## src/rtl/bku_pkg.sv

```systemverilog
package bku_pkg;
  localparam int unsigned IMG_W  = 64;
  localparam int unsigned SYNC_N = 2;
  typedef struct packed {
    logic rd_lvl;
    logic wr_lvl;
    logic rd_evt;
    logic wr_evt;
    logic bit_v;
  } bus_evt_t;
endpackage

```

## src/rtl/bku_strobe_sync.sv

```systemverilog
module bku_strobe_sync
  import bku_pkg::*;
#(
  parameter int unsigned STAGES = SYNC_N
) (
  input  logic     clk_i,
  input  logic     rst_ni,
  input  logic     ce_ni,
  input  logic     oe_ni,
  input  logic     we_ni,
  input  logic     dq0_i,
  output bus_evt_t evt_o
);
  // {ce, oe, we, dq}
  logic [3:0] pipe_q [STAGES];
  logic [3:0] s;
  logic       rd_q, wr_q, rd_l, wr_l;

  always_ff @(posedge clk_i or negedge rst_ni) begin
    if (!rst_ni) begin
      for (int i = 0; i < int'(STAGES); i++) pipe_q[i] <= 4'b1110;
    end else begin
      pipe_q[0] <= {ce_ni, oe_ni, we_ni, dq0_i};
      for (int i = 1; i < int'(STAGES); i++) pipe_q[i] <= pipe_q[i-1];
    end
  end

  assign s    = pipe_q[STAGES-1];
  assign rd_l = !s[3] && !s[2] && s[1];
  assign wr_l = !s[3] && !s[1];

  always_ff @(posedge clk_i or negedge rst_ni) begin
    if (!rst_ni) begin
      rd_q <= 1'b0;
      wr_q <= 1'b0;
    end else begin
      rd_q <= rd_l;
      wr_q <= wr_l;
    end
  end

  assign evt_o.rd_lvl = rd_l;
  assign evt_o.wr_lvl = wr_l;
  assign evt_o.rd_evt = rd_l && !rd_q;
  assign evt_o.wr_evt = wr_l && !wr_q;
  assign evt_o.bit_v  = s[0];
endmodule

```

## src/rtl/bku_key_matcher.sv

```systemverilog
module bku_key_matcher
  import bku_pkg::*;
#(
  parameter int unsigned   KEY_W = IMG_W,
  parameter logic [KEY_W-1:0] KEY = '0
) (
  input  logic     clk_i,
  input  logic     rst_ni,
  input  logic     hunt_i,
  input  bus_evt_t evt_i,
  output logic     hit_o
);
  localparam int unsigned PTR_W = $clog2(KEY_W);
  localparam logic [PTR_W-1:0] LAST = PTR_W'(KEY_W - 1);

  logic [PTR_W-1:0] ptr_q;
  logic             armed_q;
  logic             match;

  assign match = (evt_i.bit_v == KEY[ptr_q]);
  assign hit_o = hunt_i && armed_q && evt_i.wr_evt && match && (ptr_q == LAST);

  always_ff @(posedge clk_i or negedge rst_ni) begin
    if (!rst_ni) begin
      ptr_q   <= '0;
      armed_q <= 1'b0;
    end else if (hunt_i) begin
      if (evt_i.rd_evt) begin
        ptr_q   <= '0;
        armed_q <= 1'b1;
      end else if (evt_i.wr_evt && armed_q) begin
        if (!match) begin
          armed_q <= 1'b0;
        end else if (ptr_q == LAST) begin
          ptr_q   <= '0;
          armed_q <= 1'b0;
        end else begin
          ptr_q <= ptr_q + PTR_W'(1);
        end
      end
    end
  end

  // read re-arms at bit 0
  a_r2_read_rearms: assert property (@(posedge clk_i) disable iff (!rst_ni)
    hunt_i && evt_i.rd_evt |=> armed_q && ptr_q == '0);
  // a stalled attempt does not move
  a_r4_stall_holds: assert property (@(posedge clk_i) disable iff (!rst_ni)
    hunt_i && !armed_q && !evt_i.rd_evt |=> !armed_q && $stable(ptr_q));
endmodule

```

## src/rtl/bku_xfer_engine.sv

```systemverilog
module bku_xfer_engine
  import bku_pkg::*;
#(
  parameter int unsigned W = IMG_W
) (
  input  logic         clk_i,
  input  logic         rst_ni,
  input  logic         start_i,
  input  bus_evt_t     evt_i,
  input  logic [W-1:0] img_i,
  output logic         active_o,
  output logic         inhibit_o,
  output logic         dout_o,
  output logic         doe_o,
  output logic         wr_en_o,
  output logic [W-1:0] wr_data_o
);
  localparam int unsigned CNT_W = $clog2(W);
  localparam logic [CNT_W-1:0] LAST = CNT_W'(W - 1);

  logic             active_q, tail_q, seen_wr_q, dout_q, wr_en_q;
  logic [CNT_W-1:0] cnt_q;
  logic [W-1:0]     sh_q;
  logic             evt;

  assign evt = active_q && (evt_i.rd_evt || evt_i.wr_evt);

  always_ff @(posedge clk_i or negedge rst_ni) begin
    if (!rst_ni) begin
      active_q  <= 1'b0;
      tail_q    <= 1'b0;
      seen_wr_q <= 1'b0;
      dout_q    <= 1'b0;
      wr_en_q   <= 1'b0;
      cnt_q     <= '0;
      sh_q      <= '0;
    end else begin
      wr_en_q <= 1'b0;
      if (start_i) begin
        active_q  <= 1'b1;
        cnt_q     <= '0;
        sh_q      <= img_i;
        seen_wr_q <= 1'b0;
      end else if (evt) begin
        if (evt_i.wr_evt) begin
          sh_q      <= {evt_i.bit_v, sh_q[W-1:1]};
          seen_wr_q <= 1'b1;
        end else begin
          dout_q <= sh_q[0];
          sh_q   <= {sh_q[0], sh_q[W-1:1]};
        end
        cnt_q <= cnt_q + CNT_W'(1);
        if (cnt_q == LAST) begin
          active_q <= 1'b0;
          tail_q   <= 1'b1;
          wr_en_q  <= seen_wr_q || evt_i.wr_evt;
        end
      end else if (tail_q && !evt_i.rd_lvl && !evt_i.wr_lvl) begin
        tail_q <= 1'b0;
      end
    end
  end

  assign active_o  = active_q;
  assign inhibit_o = active_q || tail_q;
  assign dout_o    = dout_q;
  assign doe_o     = (active_q || tail_q) && evt_i.rd_lvl;
  assign wr_en_o   = wr_en_q;
  assign wr_data_o = sh_q;

  // window opens only on a key hit
  a_r6_open_on_hit: assert property (@(posedge clk_i) disable iff (!rst_ni)
    $rose(active_q) |-> $past(start_i));
  // store pulse only right after the window closes
  a_r8_commit_at_end: assert property (@(posedge clk_i) disable iff (!rst_ni)
    wr_en_q |-> !active_q && $past(active_q));
  // driven bit held between cycles
  a_r7_dout_hold: assert property (@(posedge clk_i) disable iff (!rst_ni)
    !evt |=> $stable(dout_q));
endmodule

```

## src/rtl/bus_key_unlock.sv

```systemverilog
module bus_key_unlock
  import bku_pkg::*;
#(
  parameter int unsigned      W   = IMG_W,
  parameter logic [W-1:0]     KEY = 64'hC5A3_96E1_0FF0_3C5A
) (
  input  logic         clk_i,
  input  logic         rst_ni,
  input  logic         ce_ni,
  input  logic         oe_ni,
  input  logic         we_ni,
  input  logic         dq0_i,
  input  logic [W-1:0] reg_img_i,
  output logic         unlocked_o,
  output logic         mem_inhibit_o,
  output logic         dq0_o,
  output logic         dq0_oe_o,
  output logic         reg_wr_en_o,
  output logic [W-1:0] reg_wr_data_o
);
  bus_evt_t evt;
  logic     hit, inhibit;

  bku_strobe_sync #(.STAGES(SYNC_N)) u_sync (
    .clk_i, .rst_ni, .ce_ni, .oe_ni, .we_ni, .dq0_i, .evt_o(evt)
  );

  bku_key_matcher #(.KEY_W(W), .KEY(KEY)) u_match (
    .clk_i, .rst_ni, .hunt_i(!inhibit), .evt_i(evt), .hit_o(hit)
  );

  bku_xfer_engine #(.W(W)) u_xfer (
    .clk_i, .rst_ni, .start_i(hit), .evt_i(evt), .img_i(reg_img_i),
    .active_o(unlocked_o), .inhibit_o(inhibit), .dout_o(dq0_o),
    .doe_o(dq0_oe_o), .wr_en_o(reg_wr_en_o), .wr_data_o(reg_wr_data_o)
  );

  assign mem_inhibit_o = inhibit;

  // memory blocked only after a full key match
  a_r5_inhibit_after_hit: assert property (@(posedge clk_i) disable iff (!rst_ni)
    $rose(mem_inhibit_o) |-> $past(hit));
  // never drive during a write strobe
  a_r7_no_drive_on_write: assert property (@(posedge clk_i) disable iff (!rst_ni)
    evt.wr_lvl |-> !dq0_oe_o);
endmodule

```

## config.mk

```make
export PLATFORM = sky130hd
export DESIGN_NAME = bus_key_unlock
export DESIGN_NICKNAME = d
export VERILOG_FILES = /design/src/rtl/bku_pkg.sv /design/src/rtl/bku_strobe_sync.sv /design/src/rtl/bku_key_matcher.sv /design/src/rtl/bku_xfer_engine.sv /design/src/rtl/bus_key_unlock.sv
export SDC_FILE = /design/constraint.sdc
export NUM_CORES = 1
export LEC_CHECK = 0
export BUFFER_PORTS_ARGS = -buffer_cell sky130_fd_sc_hd__buf_2
export CAP_MARGIN = 20
export CORE_MARGIN = 8
export CORE_UTILIZATION = 50
export DETAILED_ROUTE_END_ITERATION = 12
export GPL_ROUTABILITY_DRIVEN = 0
export PLACE_DENSITY_LB_ADDON = 0.08
export SLEW_MARGIN = 20
export SYNTH_ARGS = -nofsm -noshare
export SYNTH_HDL_FRONTEND = slang
export SYNTH_SLANG_ARGS = --single-unit
```

## constraint.sdc

```tcl
create_clock -name clk_i -period 3.3 [get_ports clk_i]
set_input_delay 0.66 -clock clk_i [delete_from_list [all_inputs] [get_ports clk_i]]
set_output_delay 0.66 -clock clk_i [all_outputs]
set_load 0.05 [all_outputs]
```

== Yosys cells after proc, flatten, opt, wreduce, memory -nomap -nowiden ==
Memories as Yosys holds them, arrays and structs flattened.
Index checks and enable logic that the tools add are counted.
Widths: inputs -> output; s select.

* Reductions and logical operators: 37
* Equal/unequal tests: 5
* Mux-type cells: 26
* $lt $le $gt $ge: 1
* Add/subtract/negate cells: 2
* Bitwise gates (word level): 3

{| class="wikitable"
|+ Operators with widths
! operator !! count
|-
| $mux 64 || 3
|-
| $mux 6 || 6
|-
| $mux 1 || 17
|-
| $logic_and 1x1->1 || 14
|-
| $add 6x1->6 const B || 2
|-
| $eq 6x6->1 const B || 2
|-
| $reduce_and 3->1 || 4
|-
| $reduce_bool 2->1 || 6
|-
| $logic_not 1->1 || 8
|-
| $lt 6x7->1 const B || 1
|-
| $reduce_and 2->1 || 2
|-
| $logic_or 1x1->1 || 3
|-
| $ne 3x2->1 const B || 1
|-
| $not 1->1 || 3
|-
| $ne 2x2->1 const B || 1
|-
| $eq 1x1->1 || 1
|}

* Register bits: 92
* Word-level logic and storage cells: 88
* Memories kept: 1
* Bits in read-only memories: 64
* Output and inout port bits: 69
* Input port bits: 70

{| class="wikitable"
|+ Memories
! name !! depth !! bits a word !! rd ports !! clocked after Yosys merged registers in !! write ports !! RTL line !! text
|-
| (name not given) || 64 || 1 || 1 || 0 || 0 || bku_key_matcher.sv:20 || <nowiki>assign match = (evt_i.bit_v == KEY[ptr_q]);</nowiki>
|}

== Logic depth before layout (Yosys ltp) ==
Gate-level depths: netlist of run 1.

* Depth in word-level cells: 8
* Gate-level depth with buffers: 10
* Gate-level depth less buffers: 9

== Hierarchy ==
A second synthesis of run 1 with hierarchy kept.

* Cell total of the unflattened synthesis: 418
* Area, all modules: 4400.5 µm²

{| class="wikitable"
|+ By module, submodules not included
! module !! area each (µm²) !! cells an instance !! instances !! sequential area each (µm²)
|-
| bku_xfer_engine || 3433.3 || 328 || 1 || 1876.8
|-
| bku_key_matcher || 651.9 || 72 || 1 || 175.2
|-
| bku_strobe_sync || 311.5 || 17 || 1 || 257.7
|-
| bus_key_unlock || 3.8 || 1 || 1 || 0.0
|}

== Worst setup path before layout of run 1 ==
OpenSTA, ideal clock, no wires.

* Kind: reg2reg
* Start: register u_match.ptr_q[0]
* End: register u_match.ptr_q[4]
* Path slack: 0.671 ns
* Buffers on the path: 1
* Data arrival time: 2.542 ns
* Cell stages (with the launch flop): 11
* Data required time: 3.213 ns
* Library setup time: 0.087 ns
* Cell sequence: dfrtp_1 -> inv_1 -> ha_1 -> mux2i_1 -> xnor2_1 -> a311o_1 -> or3_1 -> and2_1 -> buf_6 -> or4_1 -> o211ai_1

* Word-level cells in the longest chain between the ends: 5

{| class="wikitable"
|+ Ends and longest elaborated chain
! what !! RTL line !! text
|-
| from (decl) || bku_key_matcher.sv:16 || <nowiki>logic [PTR_W-1:0] ptr_q;</nowiki>
|-
| from (signal assigned) || bku_key_matcher.sv:38 || <nowiki>ptr_q <= ptr_q + PTR_W'(1);</nowiki>
|-
| $mem_v2 64x1 (tied with other cells) || -- ||
|-
| $mux 1 (not written as such) / $mux 6 (equally long branches) || bku_key_matcher.sv:20, bku_key_matcher.sv:34 ||
|-
| $eq 1x1->1 / $mux 6 (equally long branches) || bku_key_matcher.sv:20, bku_key_matcher.sv:32 ||
|-
| $reduce_bool 2->1 (no line) / $mux 6 (equally long branches) || -- ||
|-
| $reduce_and 3->1 (no line) / $mux 6 (equally long branches) || -- ||
|}

Parallel ways exist; a longest one is shown, timed or not. The select of a mux whose other input is x is not followed.
A chain may end at the register's enable or synchronous reset.

== Worst setup path in the final report of run 1 ==
* Start: register u_match.ptr_q[0]
* End: register u_match.ptr_q[2]

Same word-level chain as after synthesis.

==> results of run 1 <==
[sequential cells by signal, indices dropped and copies added, names as in the netlist]
signal,flops
u_xfer.cnt_q,6
u_sync.s,4
u_xfer.tail_q,1
u_sync.rd_q,1
u_sync.wr_q,1
u_xfer.active_o,1
u_xfer.dout_o,1
u_xfer.wr_en_o,1
u_sync.pipe_q,4
u_xfer.seen_wr_q,1
u_match.armed_q,1
u_xfer.wr_data_o,64
u_match.ptr_q,6
[cell usage after synthesis (2+ instances only)]
master                      n
sky130_fd_sc_hd__nor3b_1    2
sky130_fd_sc_hd__o211ai_1   4
sky130_fd_sc_hd__a21oi_1    7
sky130_fd_sc_hd__o21ai_0    5
sky130_fd_sc_hd__nor3_1     2
sky130_fd_sc_hd__clkbuf_1  15
sky130_fd_sc_hd__dfstp_2    6
sky130_fd_sc_hd__inv_1      6
sky130_fd_sc_hd__dfrtp_1   86
sky130_fd_sc_hd__ha_1       5
sky130_fd_sc_hd__xnor2_1    2
sky130_fd_sc_hd__mux2_2     2
sky130_fd_sc_hd__xor2_1     3
sky130_fd_sc_hd__nand2b_1   3
sky130_fd_sc_hd__nand2_1   12
sky130_fd_sc_hd__or4_1      2
sky130_fd_sc_hd__nand3_1    2
sky130_fd_sc_hd__buf_6      2
sky130_fd_sc_hd__or3_1      3
sky130_fd_sc_hd__nand4_1    6
sky130_fd_sc_hd__nor2_1    15
sky130_fd_sc_hd__buf_2      8
sky130_fd_sc_hd__a21o_1    64
sky130_fd_sc_hd__mux2i_1    2
sky130_fd_sc_hd__nor2b_1    5
sky130_fd_sc_hd__o31ai_1    2
sky130_fd_sc_hd__a22o_1    65
[worst max path at each step]
stage,startpoint,to,slack [ns],depth (start not counted)
after global placement,u_match.ptr_q[0]$_DFFE_PN0P_,u_match.ptr_q[4]$_DFFE_PN0P_,0.57,9
final,u_match.ptr_q[0]$_DFFE_PN0P_,u_match.ptr_q[2]$_DFFE_PN0P_,0.39,9
after floorplan,u_match.ptr_q[0]$_DFFE_PN0P_,u_match.ptr_q[4]$_DFFE_PN0P_,0.67,10
after global routing,u_match.ptr_q[0]$_DFFE_PN0P_,u_match.ptr_q[2]$_DFFE_PN0P_,0.21,9
after CTS,u_match.ptr_q[0]$_DFFE_PN0P_,u_match.ptr_q[2]$_DFFE_PN0P_,0.37,9
after detailed placement,u_match.ptr_q[0]$_DFFE_PN0P_,u_match.ptr_q[2]$_DFFE_PN0P_,0.38,9
[cells by family (layout without fill, tap and decap cells)]
group / Yosys count / after routing
AO/OA/AOI/OAI: 158 / 158
flip-flops: 92 / 92
AND/OR/NAND/NOR: 56 / 56
buffers and inverters: 31 / 168
adder cells (fa/ha/maj): 5 / 5
XOR/XNOR: 5 / 5
multiplexers: 4 / 4
[worst max-delay path, stage by stage (launching register included)]
cell	delay (ns)
sky130_fd_sc_hd__dfrtp_1	0.46
sky130_fd_sc_hd__inv_1	0.08
sky130_fd_sc_hd__ha_1	0.31
sky130_fd_sc_hd__mux2i_1	0.18
sky130_fd_sc_hd__xnor2_1	0.08
sky130_fd_sc_hd__a311o_1	0.37
sky130_fd_sc_hd__or3_1	0.37
sky130_fd_sc_hd__and2_1	0.29
sky130_fd_sc_hd__or3_1	0.43
sky130_fd_sc_hd__o31ai_1	0.22
[through the flow]
step           setup WS [ns]  utilization  total power (W)
3_3_place_gp          0.5684       0.6076         0.001464
5_1_grt               0.2121       0.6297         0.002247
4_1_cts               0.3747       0.6297         0.002163
3_5_place_dp          0.3802       0.6081         0.001474
6_report              0.3927       0.6297         0.002143
2_1_floorplan         0.6712            -         0.001381
[power by group]
group / switching [W] / internal, W / total, W / leakage, nW
clock: 0.000409 / 0.000279 / 0.000688 / 0.0791
combinational: 0.000135 / 0.000115 / 0.000250 / 1.88
sequential: 0.0000469 / 0.00116 / 0.00120 / 1.25
[metal layers]
layer | GRT usage | up-vias | wire length, um
li1 | - | 1577 | -
met1 | 0.2347 | 1631 | 4596
met2 | 0.2682 | 112 | 4651
met3 | 0.06119 | 19 | 735
met4 | 0.07739 | 0 | 211
met5 | 0 | - | 0
[final cells by class]
| type | instances | area (um2) | share of cell area |
|---|---|---|---|
| Multi-Input combinational cell | 228 | 1700 | 0.3319 |
| Clock buffer | 10 | 127.6 | 0.02491 |
| Clock inverter | 6 | 48.80 | 0.009526 |
| Tap cell | 105 | 131.4 | 0.02565 |
| Inverter | 6 | 22.52 | 0.004397 |
| Sequential cell | 92 | 2310 | 0.4509 |
| Timing Repair Buffer | 146 | 782.0 | 0.1527 |
==> impl_metrics.csv, run 1 <==
group,metric,value,unit
synth,synth.distinct_cells,42,
setup_path,r2r.worst_path.cells,9,
timing,tns,0,ns
global_routing,grt_first_pass_wirelength,16770,um
run_status,status,"complete, no violations",
floorplanning,core.rowCount,33,
setup_path,worst_r2r_endpoint,"u_match.ptr_q[2]$_DFFE_PN0P_",
floorplanning,floorplan.die.height,106.9,um
drt,routed-via-count,3339,
final_layout,drive_above_1_share,0.3525,
final_layout,fillers,666,
drt,final_antenna_net_count,0,
final_layout,postLayoutCellArea,5122,um2
cts,holdBufCountCts,0,
placement,dpl-instance-area,4946,um2
synth,synth_top_cells_by_area,"sky130_fd_sc_hd__dfrtp_1 (52%), sky130_fd_sc_hd__a22o_1 (14%), sky130_fd_sc_hd__a21o_1 (12%)",
drt,drcViolationCount,0,
power,pwr_density_cell,418.3,nW/um2
drt,per_cell_via_count_in_the_routed_design,5.631,
power,vdd_drop_max,0.2006,mV
timing,worst-slew-pin-transition,0.8026,ns
synth,netlist.area_leader.share,0.5206,
synth,synth_fa_ha_area_frac,0.01513,
timing,timing.clock.skew,0.01646,ns
power,leakagePower,3.209,nW
cts,path_clk_slew,0.09,ns
final_layout,most-common-layout-cells,"sky130_fd_sc_hd__buf_2 (137), sky130_fd_sc_hd__dfrtp_1 (86), sky130_fd_sc_hd__a22o_1 (65)",
run,drv.max_cap_violation_count,0,
floorplanning,die-width,106.9,um
synth,syn_inst,351,
synth,synth-main-ff-cell,"sky130_fd_sc_hd__dfrtp_1",
setup_path,crit_fanout,10,
synth,yosys.area_share.simple,0.06870,
timing,hold-worst-slack,0.3406,ns
synth,synth_top_cell_by_area,"sky130_fd_sc_hd__dfrtp_1",
cts,ctsHtreeMaxLevel,3,
cts,root_buffer,"sky130_fd_sc_hd__clkbuf_8",
final_layout,area_growth,23.91,%
timing,layout_min_cycle_time,2.907,ns
setup_path,critical_path.endpoint_type,"flip-flop",
placement,dpl.hpwl,7078,um
floorplanning,start_util,0.5082,
synth,async_reset_ff_frac,1.000,
setup_path,worstReg2RegStart,"u_match.ptr_q[0]$_DFFE_PN0P_",
placement,post-place-cells,577,
synth,synth_compound_area_frac,0.3024,
global_routing,vias_in_the_first_global_route,3553,
global_routing,grt_start_max_net_pins,91,
cts,later_pin_clock_latency_in_the_skew_report,0.36,ns
final_layout,finish.net_count,558,
synth,synth_enable_flop_cells,0,
synth,ys.warnings.count,0,
cts,cts_sinks,92,
setup_path,reg2reg_slack,0.39,ns
cts,tritoncts.num_buffers,9,
synth,synth.ff_latch_count,92,
timing,layout_worst_path_cycle_share,0.8810,
setup_path,worst-endpoint-required,3.56,ns
synth,synth_xor_area_frac,0.01059,
floorplanning,placeableCoreArea,8134,um2
final_layout,layout.cells.most_common,"sky130_fd_sc_hd__buf_2",
timing,slew_headroom,0.4649,
synth,postSynthAreaPerCell,11.78,um2
synth,main_combinational_cell_family_by_area_after_synthesis,"compound AO/OA/AOI/OAI gates",
cts,ctsResizeCount,0,
synth,synth.cell_area,4134,um2
final_layout,antenna_cells,0,
global_routing,overflow,0,
drt,number_of_detailed_routing_iterations_run_before_antenna_repair,4,
final_layout,layoutNonFillerInstCount,593,
drt,first_iter_violations,190,
cts,post_cts_setup_buffers,0,
timing,timing_hold_violations_final,0,
synth,synth_fp_nets,426,
setup_path,critPathArrivalTime,3.16,ns
synth,yosysSeqAreaShare,0.5587,
setup_path,worstSetupPathType,"reg2reg",
drt,drt-wirelength-per-cell,17.19,um
synth,synthMuxAreaShare,0.01029,
timing,setup_repair_after_global_routing_missed_its_margin,"no",
timing,fmax,0.3440,GHz
placement,io_buffers,138,
floorplanning,pin_count,139,
min_path,min_path_type,"in2async",
setup_path,start_kind,"flip-flop",
timing,report.final.setup_viol,0,
floorplanning,dieArea,11430,um2
drt,detail_route.wirelength,10190,um
global_routing,initial_antenna_violation_count,0,
global_routing,grt.total_usage,0.1803,
cts,tritoncts,"done",
cts,clk_path_buf_depth,2,
timing,report.final.slew_viol_count,0,
No activity file was read; power rests on OpenSTA's default activity.
==> run 2, diff against run 1 <==
- CELL_PAD_IN_SITES_DETAIL_PLACEMENT: default -> 1
- CELL_PAD_IN_SITES_GLOBAL_PLACEMENT: default -> 1
- CORE_UTILIZATION: 50 -> 39
==> impl_metrics.csv, run 2 (synthesis gave the netlist of run 1 again) <==
group,metric,value,unit
run_status,status,"complete, no violations",
drt,first_iter_violations,159,
timing,worst-slew-pin-transition,0.6025,ns
cts,path_clk_slew,0.10,ns
drt,final_antenna_net_count,0,
timing,timing_hold_violations_final,0,
setup_path,worstSetupPathType,"reg2reg",
final_layout,most-common-layout-cells,"sky130_fd_sc_hd__buf_2 (137), sky130_fd_sc_hd__dfrtp_1 (86), sky130_fd_sc_hd__a22o_1 (65)",
drt,drt-wirelength-per-cell,18.68,um
cts,tritoncts.num_buffers,9,
global_routing,grt.total_usage,0.1665,
power,pwr_density_cell,434.8,nW/um2
drt,drcViolationCount,0,
power,vdd_drop_max,0.2272,mV
global_routing,grt.met2_usage,0.2745,
placement,dpl.hpwl,8482,um
timing,slew_headroom,0.5983,
timing,timing.clock.skew,0.01497,ns
global_routing,overflow,0,
cts,holdBufCountCts,0,
drt,routed-via-count,3391,
final_layout,layoutNonFillerInstCount,625,
power,power.sequential.fraction,0.534,
global_routing,grt.met1_usage,0.2100,
cts,cts_sinks,92,
timing,layout_worst_path_cycle_share,0.8739,
final_layout,sequential_cell_area,2310,um2
timing,tns,0,ns
global_routing,grt_first_pass_wirelength,19600,um
final_layout,antenna_cells,0,
final_layout,drive_above_1_share,0.3558,
global_routing,grt_util_met3,0.05196,
final_layout,multiInputGateArea,1700,um2
final_layout,postLayoutCellArea,5199,um2
power,p_sw_frac,0.2684,
cts,root_buffer,"sky130_fd_sc_hd__clkbuf_8",
drt,number_of_detailed_routing_iterations_run_before_antenna_repair,4,
power,leakagePower,3.245,nW
timing,layout_min_cycle_time,2.884,ns
timing,setup_repair_after_global_routing_missed_its_margin,"no",
floorplanning,dieArea,14150,um2
final_layout,area_growth,25.76,%
timing,hold-worst-slack,0.3021,ns
min_path,min_path_type,"in2async",
setup_path,critical_path.endpoint_type,"flip-flop",
final_layout,layout.cells.most_common,"sky130_fd_sc_hd__buf_2",
global_routing,vias_in_the_first_global_route,3895,
placement,dpl-instance-area,4989,um2
cts,tritoncts,"done",
final_layout,largest_register_ffs,64,
floorplanning,placeableCoreArea,10320,um2
setup_path,worst-endpoint-required,3.57,ns
setup_path,critPathArrivalTime,3.15,ns
drt,per_cell_via_count_in_the_routed_design,5.426,
setup_path,start_kind,"flip-flop",
run,drv.max_cap_violation_count,0,
cts,post_cts_setup_buffers,0,
floorplanning,die-width,119.0,um
power,clock_share_of_power,0.353,
floorplanning,core.rowCount,37,
timing,report.final.slew_viol_count,0,
final_layout,postLayoutCoreUtil,0.5036,
global_routing,initial_antenna_violation_count,1,
cts,later_pin_clock_latency_in_the_skew_report,0.36,ns
setup_path,crit_fanout,10,
cts,clk_path_buf_depth,2,
timing,fmax,0.3467,GHz
floorplanning,start_util,0.4004,
power,internal_power_component,0.001654,W
placement,post-place-cells,609,
power,comb_power_share,0.113,
final_layout,finish.net_count,559,
drt,detail_route.wirelength,11670,um
cts,ctsResizeCount,0,
global_routing,grt_most_used_layer,"met2",
floorplanning,pin_count,139,
floorplanning,floorplan.die.height,119.0,um
cts,ctsHtreeMaxLevel,3,
power,power.switching,0.0006066,W
timing,report.final.setup_viol,0,
final_layout,fillers,1153,
global_routing,grt_start_max_net_pins,49,
placement,io_buffers,138,
-- run 2: routing by layer --
| metal | wire, um | share of wire |
|---|---|---|
| met4 | 91 | 0.0078 |
| met1 | 5249 | 0.45 |
| met2 | 5712 | 0.49 |
| met5 | 8 | 0.00069 |
| met3 | 611 | 0.052 |
-- run 2: final timing paths --
check                                        startpoint                               end  slack [ns]  cells after the start
max                        u_match.ptr_q[0]$_DFFE_PN0P_      u_match.ptr_q[3]$_DFFE_PN0P_        0.42                      9
min                                              rst_ni  u_xfer.wr_data_o[45]$_DFFE_PN0P_        0.30                      1
max reg2reg                u_match.ptr_q[0]$_DFFE_PN0P_      u_match.ptr_q[3]$_DFFE_PN0P_        0.42                      9
min reg2reg                  u_sync.pipe_q[7]$_DFF_PN1_             u_sync.s[3]$_DFF_PN1_        0.36                      0
max in group asynchronous                        rst_ni  u_xfer.wr_data_o[29]$_DFFE_PN0P_        2.31                      2
min in group clk_i           u_sync.pipe_q[7]$_DFF_PN1_             u_sync.s[3]$_DFF_PN1_        0.36                      0
-- run 2: layout make-up --
type,instances,area share
inverters,6,0.004332
flip-flops and latches,92,0.4443
well taps,136,0.03273
clock inverters,6,0.01396
multi-input cells,228,0.3271
repair buffers,147,0.1511
clock buffers,10,0.02647
-- run 2: worst max-delay path, stage by stage (launching register included) --
cell                      delay (ns)
sky130_fd_sc_hd__dfrtp_1        0.47
sky130_fd_sc_hd__inv_1          0.07
sky130_fd_sc_hd__ha_1           0.31
sky130_fd_sc_hd__mux2i_1        0.18
sky130_fd_sc_hd__xnor2_1        0.09
sky130_fd_sc_hd__a311o_1        0.38
sky130_fd_sc_hd__or3_1          0.37
sky130_fd_sc_hd__and2_1         0.29
sky130_fd_sc_hd__or3_1          0.42
sky130_fd_sc_hd__o31ai_1        0.22
-- run 2: power groups by stage --
| stage | combinational [W] | sequential (W) | clock, W |
|---|---|---|---|
| after floorplan | 0.000175 | 0.00121 | 0 |
| after global placement | 0.000249 | 0.00122 | 0 |
| after detailed placement | 0.000261 | 0.00123 | 0 |
| after CTS | 0.000262 | 0.00121 | 0.000829 |
| after global routing | 0.000292 | 0.00121 | 0.000869 |
| final | 0.000257 | 0.00121 | 0.000797 |
-- run 2: metrics by stage --
stage	setup WS [ns]	power, W
floorplan	0.6712	0.001381
global placement	0.5449	0.001473
detailed placement	0.4180	0.001490
CTS	0.4138	0.002297
global route	0.1781	0.002376
finish	0.4160	0.002260
